### src/rtl/tstat_pkg.sv
package tstat_pkg;
  localparam int STAT_W = 8;
  localparam int NFLAG  = 4;
  localparam logic [6:0] COLL_MARK = 7'h7F;
  typedef enum logic [1:0] {
    SEL_LHI = 2'd0,
    SEL_LLO = 2'd1,
    SEL_RHI = 2'd2,
    SEL_RLO = 2'd3
  } lim_sel_e;
endpackage

### src/rtl/tstat_limits.sv
module tstat_limits #(
  parameter int TW = 8
) (
  input  logic                       clk,
  input  logic                       rst_n,
  input  logic                       wr_en,
  input  logic [1:0]                 wr_sel,
  input  logic [TW-1:0]              wr_data,
  input  logic                       res_valid,
  input  logic                       res_chan,
  input  logic [TW-1:0]              res_data,
  output logic [tstat_pkg::NFLAG-1:0] hit
);
  import tstat_pkg::*;
  localparam logic [TW-1:0] LIM_MAX = {1'b0, {(TW-1){1'b1}}};
  localparam logic [TW-1:0] LIM_MIN = {1'b1, {(TW-1){1'b0}}};

  // index 3 local high, 2 local low, 1 remote high, 0 remote low
  logic [TW-1:0] lim_q [NFLAG];
  logic [TW-1:0] lim_d [NFLAG];

  always_comb begin
    for (int i = 0; i < NFLAG; i++) lim_d[i] = lim_q[i];
    if (wr_en) lim_d[2'd3 - wr_sel] = wr_data;
  end

  always_ff @(posedge clk or negedge rst_n) begin
    if (!rst_n) begin
      for (int i = 0; i < NFLAG; i++) lim_q[i] <= (i % 2 == 1) ? LIM_MAX : LIM_MIN;
    end else if (wr_en) begin
      for (int i = 0; i < NFLAG; i++) lim_q[i] <= lim_d[i];
    end
  end

  for (genvar g = 0; g < 2; g++) begin : g_chan
    logic sel;
    assign sel = res_valid && (res_chan == g[0]);
    assign hit[3-2*g] = sel && ($signed(res_data) > $signed(lim_q[3-2*g]));
    assign hit[2-2*g] = sel && ($signed(res_data) < $signed(lim_q[2-2*g]));
  end

  p_quiet_r1: assert property (@(posedge clk) disable iff (!rst_n)
    !res_valid |-> (hit == '0));
endmodule

### src/rtl/tstat_flags.sv
module tstat_flags (
  input  logic                        clk,
  input  logic                        rst_n,
  input  logic [tstat_pkg::NFLAG-1:0] hit,
  input  logic                        res_valid,
  input  logic                        conv_start,
  input  logic                        diode_open,
  input  logic                        busy,
  input  logic                        bus_stop,
  input  logic                        bus_clk_edge,
  input  logic                        rd_en,
  output logic [tstat_pkg::STAT_W-1:0] rd_data,
  output logic                        new_flag
);
  import tstat_pkg::*;

  logic [NFLAG-1:0]  pend_q, pend_d, stat_q, stat_d;
  logic              arm_q, arm_d, open_q, open_d;
  logic [STAT_W-1:0] rd_q, rd_d;
  logic              commit, coll, rd_ok;

  always_comb begin
    commit   = arm_q && bus_clk_edge;
    coll     = res_valid || conv_start || commit;
    rd_ok    = rd_en && !coll;
    new_flag = |(hit & ~pend_q);
    arm_d    = bus_stop || (arm_q && !bus_clk_edge);
    pend_d   = rd_ok ? ((pend_q & ~stat_q) | hit) : (pend_q | hit);
    if (commit)     stat_d = pend_q;
    else if (rd_ok) stat_d = '0;
    else            stat_d = stat_q;
    open_d   = conv_start ? diode_open : open_q;
    if (!rd_en)     rd_d = rd_q;
    else if (coll)  rd_d = {busy, COLL_MARK};
    else            rd_d = {busy, stat_q, open_q, 2'b00};
  end

  always_ff @(posedge clk or negedge rst_n) begin
    if (!rst_n) begin
      pend_q <= '0;
      stat_q <= '0;
      arm_q  <= 1'b0;
      open_q <= 1'b0;
      rd_q   <= '0;
    end else begin
      pend_q <= pend_d;
      stat_q <= stat_d;
      arm_q  <= arm_d;
      if (conv_start) open_q <= open_d;
      if (rd_en)      rd_q   <= rd_d;
    end
  end

  assign rd_data = rd_q;

  p_sticky_r3: assert property (@(posedge clk) disable iff (!rst_n)
    !rd_ok |=> ((pend_q & $past(pend_q)) == $past(pend_q)));
  p_hold_until_stop_r4: assert property (@(posedge clk) disable iff (!rst_n)
    (!commit && !rd_ok) |=> $stable(stat_q));
  p_marker_r5: assert property (@(posedge clk) disable iff (!rst_n)
    (rd_en && coll) |=> (rd_data[6:0] == COLL_MARK));
  p_open_r6: assert property (@(posedge clk) disable iff (!rst_n)
    !conv_start |=> $stable(open_q));
  p_rd_hold_r10: assert property (@(posedge clk) disable iff (!rst_n)
    !rd_en |=> $stable(rd_data));
endmodule

### src/rtl/tstat_alert.sv
module tstat_alert (
  input  logic clk,
  input  logic rst_n,
  input  logic set_i,
  input  logic clr_i,
  output logic alert_n
);
  logic latch_q, latch_d;

  always_comb latch_d = set_i || (latch_q && !clr_i);

  always_ff @(posedge clk or negedge rst_n) begin
    if (!rst_n) latch_q <= 1'b0;
    else        latch_q <= latch_d;
  end

  assign alert_n = !latch_q;

  p_set_r8: assert property (@(posedge clk) disable iff (!rst_n)
    set_i |=> !alert_n);
  p_only_set_r9: assert property (@(posedge clk) disable iff (!rst_n)
    !set_i |=> !$fell(alert_n));
endmodule

### src/rtl/temp_limit_status.sv
module temp_limit_status #(
  parameter int TW = 8
) (
  input  logic          clk,
  input  logic          rst_n,
  input  logic          lim_wr_en,
  input  logic [1:0]    lim_wr_sel,
  input  logic [TW-1:0] lim_wr_data,
  input  logic          res_valid,
  input  logic          res_chan,
  input  logic [TW-1:0] res_data,
  input  logic          conv_start,
  input  logic          diode_open,
  input  logic          busy,
  input  logic          bus_stop,
  input  logic          bus_clk_edge,
  input  logic          stat_rd,
  output logic [7:0]    stat_data,
  input  logic          alert_clr,
  output logic          alert_n
);
  import tstat_pkg::*;

  logic [1:0]       rst_sync_q;
  logic             rst_i;
  logic [NFLAG-1:0] hit;
  logic             new_flag;

  // asynchronous assert, synchronous release
  always_ff @(posedge clk or negedge rst_n) begin
    if (!rst_n) rst_sync_q <= 2'b00;
    else        rst_sync_q <= {rst_sync_q[0], 1'b1};
  end
  assign rst_i = rst_sync_q[1];

  tstat_limits #(.TW(TW)) u_limits (
    .clk(clk), .rst_n(rst_i), .wr_en(lim_wr_en), .wr_sel(lim_wr_sel),
    .wr_data(lim_wr_data), .res_valid(res_valid), .res_chan(res_chan),
    .res_data(res_data), .hit(hit)
  );

  tstat_flags u_flags (
    .clk(clk), .rst_n(rst_i), .hit(hit), .res_valid(res_valid),
    .conv_start(conv_start), .diode_open(diode_open), .busy(busy),
    .bus_stop(bus_stop), .bus_clk_edge(bus_clk_edge), .rd_en(stat_rd),
    .rd_data(stat_data), .new_flag(new_flag)
  );

  tstat_alert u_alert (
    .clk(clk), .rst_n(rst_i), .set_i(new_flag), .clr_i(alert_clr),
    .alert_n(alert_n)
  );

  p_busy_bit_r10: assert property (@(posedge clk) disable iff (!rst_i)
    stat_rd |=> (stat_data[7] == $past(busy)));
endmodule

### config.mk
export PLATFORM = sky130hd
export DESIGN_NAME = temp_limit_status
export DESIGN_NICKNAME = d
export VERILOG_FILES = /design/src/rtl/tstat_pkg.sv /design/src/rtl/tstat_limits.sv /design/src/rtl/tstat_flags.sv /design/src/rtl/tstat_alert.sv /design/src/rtl/temp_limit_status.sv
export SDC_FILE = /design/constraint.sdc
export NUM_CORES = 1
export LEC_CHECK = 0
export ABC_AREA = 1
export ABC_CLOCK_PERIOD_IN_PS = 1600
export BUFFER_PORTS_ARGS = -buffer_cell sky130_fd_sc_hd__buf_2
export CELL_PAD_IN_SITES_DETAIL_PLACEMENT = 1
export CELL_PAD_IN_SITES_GLOBAL_PLACEMENT = 1
export CORE_AREA = 2 2 89 91
export CTS_CLUSTER_DIAMETER = 30
export DETAILED_ROUTE_END_ITERATION = 10
export DIE_AREA = 0 0 91 93
export PLACE_DENSITY = 0.75
export SYNTH_ARGS = -nofsm -noshare
export SYNTH_HDL_FRONTEND = slang
export SYNTH_SLANG_ARGS = --single-unit
### constraint.sdc
create_clock -name clk -period 1.6 [get_ports clk]
set_input_delay 0.24 -clock clk [delete_from_list [all_inputs] [get_ports clk]]
set_output_delay 0.24 -clock clk [all_outputs]
set_load 0.1 [all_outputs]
==> results_dict.tcl <==
set metrics [dict create \
    top_layer "met4" \
    grt_max_degree 51 \
    clk_pin_slew_ns 0.10 \
    gp_congestion 0.7877 \
    arrival_ns 1.91 \
    grtUsageTotal_pct 18.43 \
    hold_viol 0 \
    wl_met2_um 4008 \
    placed_cell_area_um2 3207 \
    cts-htree-levels 2 \
    final_cell_area_um2 3623 \
    drive_above_1_share_pct 34.24 \
    p_leak_uw 0.001820 \
    coreArea_um2 7527 \
    cts_tree "yes" \
    drc 0 \
    async_reset_ff_share_pct 100.0 \
    dp_slack_ns -0.1544 \
    post-route-period-util_pct 105.5 \
    first_global_vias 2592 \
    fin_tns_setup_ns -0.1210 \
    setup_violations 2 \
    avgSynthCellArea_um2 8.177 \
    area_delta_synth_final_pct 26.24 \
    die_w_um 91 \
    fill_cells 932 \
    dr.pass1.iters 4 \
    cp.required_ns 1.82 \
    antenna_left 0 \
    rsz0062_at_grt "yes" \
    synthesis.area_um2 2870 \
    cts_root_buf "clkbuf_8" \
    yosysWarnings 0 \
    max_cap_violations 0 \
    initial_utilization_pct 38.13 \
    path_max_fanout 2 \
    end_kind "flop" \
    port_buffers 38 \
    synth_edf_count 0 \
    via_per_inst 4.792 \
    yosysTopAreaCell "dfrtp_1" \
    synth_seq_area_share_pct 46.03 \
    wire_per_inst_um 15.12 \
    grt.overflow.total 0 \
    synth_flop_cell "dfrtp_1" \
    layout_commonest_cell "nand2_1" \
    hold_ws_ns 0.1188 \
    ys_seq_elements 52 \
    synthesis.instances 351 \
    m1WireLength_um 3339 \
    start_kind "flop" \
    dieArea_um2 8463 \
    min_path_type "input port to flop" \
    fin_nets 462 \
    ir_drop_v 0.0004622 \
    synth_area_leaders "dfrtp_1 31%, dfstp_2 15%, ha_1 13%, nand2_1 12%, inv_1 9.2%" \
    grt_pass1_wl_um 12290 \
    drt_iter0_markers 101 \
    fin_worst_skew_ns 0.006851 \
    min_period_ns 1.688 \
    die_height_um 93 \
    slew_violations 0 \
    startpoint "u_limits.lim_q[6]" \
    vias 2420 \
    num_rows 32 \
    cts_buffer_depth 2 \
    wirelength_um 7635 \
    synth_top_area_share_pct 31.39 \
    insertion_delay_ns 0.32 \
    ioPinCount 39 \
    fmax_ghz 0.5925 \
    ys_types 25 \
    dp_hpwl_um 5307 \
    worst_slack_ns -0.08778 \
    cts_made_buffers 5 \
    powerDensity_nw_per_um2 1119 \
    hp-start "bus_stop" \
    dr_wl_met3_um 138 \
    path_class "flop to flop" \
    antennaDiodeCount 0 \
    final_cell_mix "71 x nand2_1, 58 x inv_1, 38 x buf_2" \
    rr_startpoint "u_limits.lim_q[6]" \
    cts.sinks 52 \
    syn-num-nets 411 \
    status "complete, but fails checks" \
    violations "negative setup slack" \
    antenna_found_initial 0 \
]
synthesized netlist by cell type, types with 3 or more instances:
master	instances
inv_1	70
dfstp_2	16
o22ai_1	3
nand3_2	4
nand2_1	88
nand4_1	3
nor2_1	21
dfrtp_1	36
buf_2	5
a21oi_1	12
nand3_1	10
ha_1	30
o21ai_0	5
o21ai_1	34
path summary, 6_finish.rpt:
path,end,cells after the start,slack (ns)
max,u_alert.latch_q,13,-0.09
min,u_flags.arm_q,2,0.12
max reg2reg,u_alert.latch_q,13,-0.09
min reg2reg,u_flags.stat_q[0],1,0.26
max in group asynchronous,u_limits.lim_q[3],1,1.05
min in group asynchronous,rst_sync_q[1],2,0.23
registers in the layout (all words and copies together), names as in the netlist:
name / cells
u_flags.open_q: 1
rst_sync_q: 2
u_limits.lim_q: 32
u_alert.latch_q: 1
u_flags.stat_q: 4
u_flags.arm_q: 1
u_flags.rd_data: 7
u_flags.pend_q: 4
per-stage QoR:
stage / total power [uW] / utilization [%] / cells
6_report: 4056 / 48.14 / 505
5_1_grt: 4332 / 48.14 / 505
4_1_cts: 3911 / 46.11 / 501
3_5_place_dp: 2848 / 42.60 / 490
3_3_place_gp: 2790 / 42.60 / 490
2_1_floorplan: 2503 / - / 351
layer usage:
| layer | track usage (%) | vias up |
|---|---|---|
| li1 | - | 1194 |
| met1 | 21.90 | 1182 |
| met5 | 0 | - |
| met2 | 34.26 | 30 |
| met3 | 2.498 | 14 |
| met4 | 6.187 | 0 |
kinds of logic after synthesis:
| logic type | count (synthesis) | share of synthesized area [%] |
|---|---|---|
| other | 1 | 0.1307 |
| DFF | 52 | 46.03 |
| and+or+nand+nor | 130 | 18.92 |
| muxes | 1 | 0.3923 |
| buffers and inverters | 78 | 10.55 |
| adders and majority gates | 30 | 13.08 |
| AOI/OAI and AO/OA | 59 | 10.90 |
report_power, final:
part | switching (uW) | internal (uW) | total [uW]
sequential | 118 | 1570 | 1690
combinational | 896 | 519 | 1410
clock | 479 | 472 | 951
total | 1490 | 2560 | 4060
worst max-delay path, stage by stage (launching register included):
cell and delay (ns):
dfstp_2 0.55, inv_2 0.05, ha_4 0.27, nand2_4 0.06
inv_2 0.06, nand2_2 0.06, nand2_4 0.09, inv_2 0.04
nand2_2 0.06, nand2_2 0.06, nand4_1 0.08, nand2_1 0.06
nor2_1 0.10, nand2_1 0.05
layout make-up:
class                   count  area [um^2]  area share [%]
well taps                 102        127.6           3.522
inverters                  72        270.3           7.459
repair buffers             50        295.3           8.149
flip-flops and latches     52         1323           36.50
clock buffers               5        68.82           1.899
multi-input cells         221         1493           41.19
clock inverters             3        46.29           1.278
timing repair:
action,CTS,global route
gates resized for setup,22,36
gates cloned,0,0
hold endpoints to repair,2,0
hold buffers,1,0
buffers inserted,2,4
endpoints found under the setup margin,3,5
pin swaps,11,21
Power figures use the tool's default switching activity.
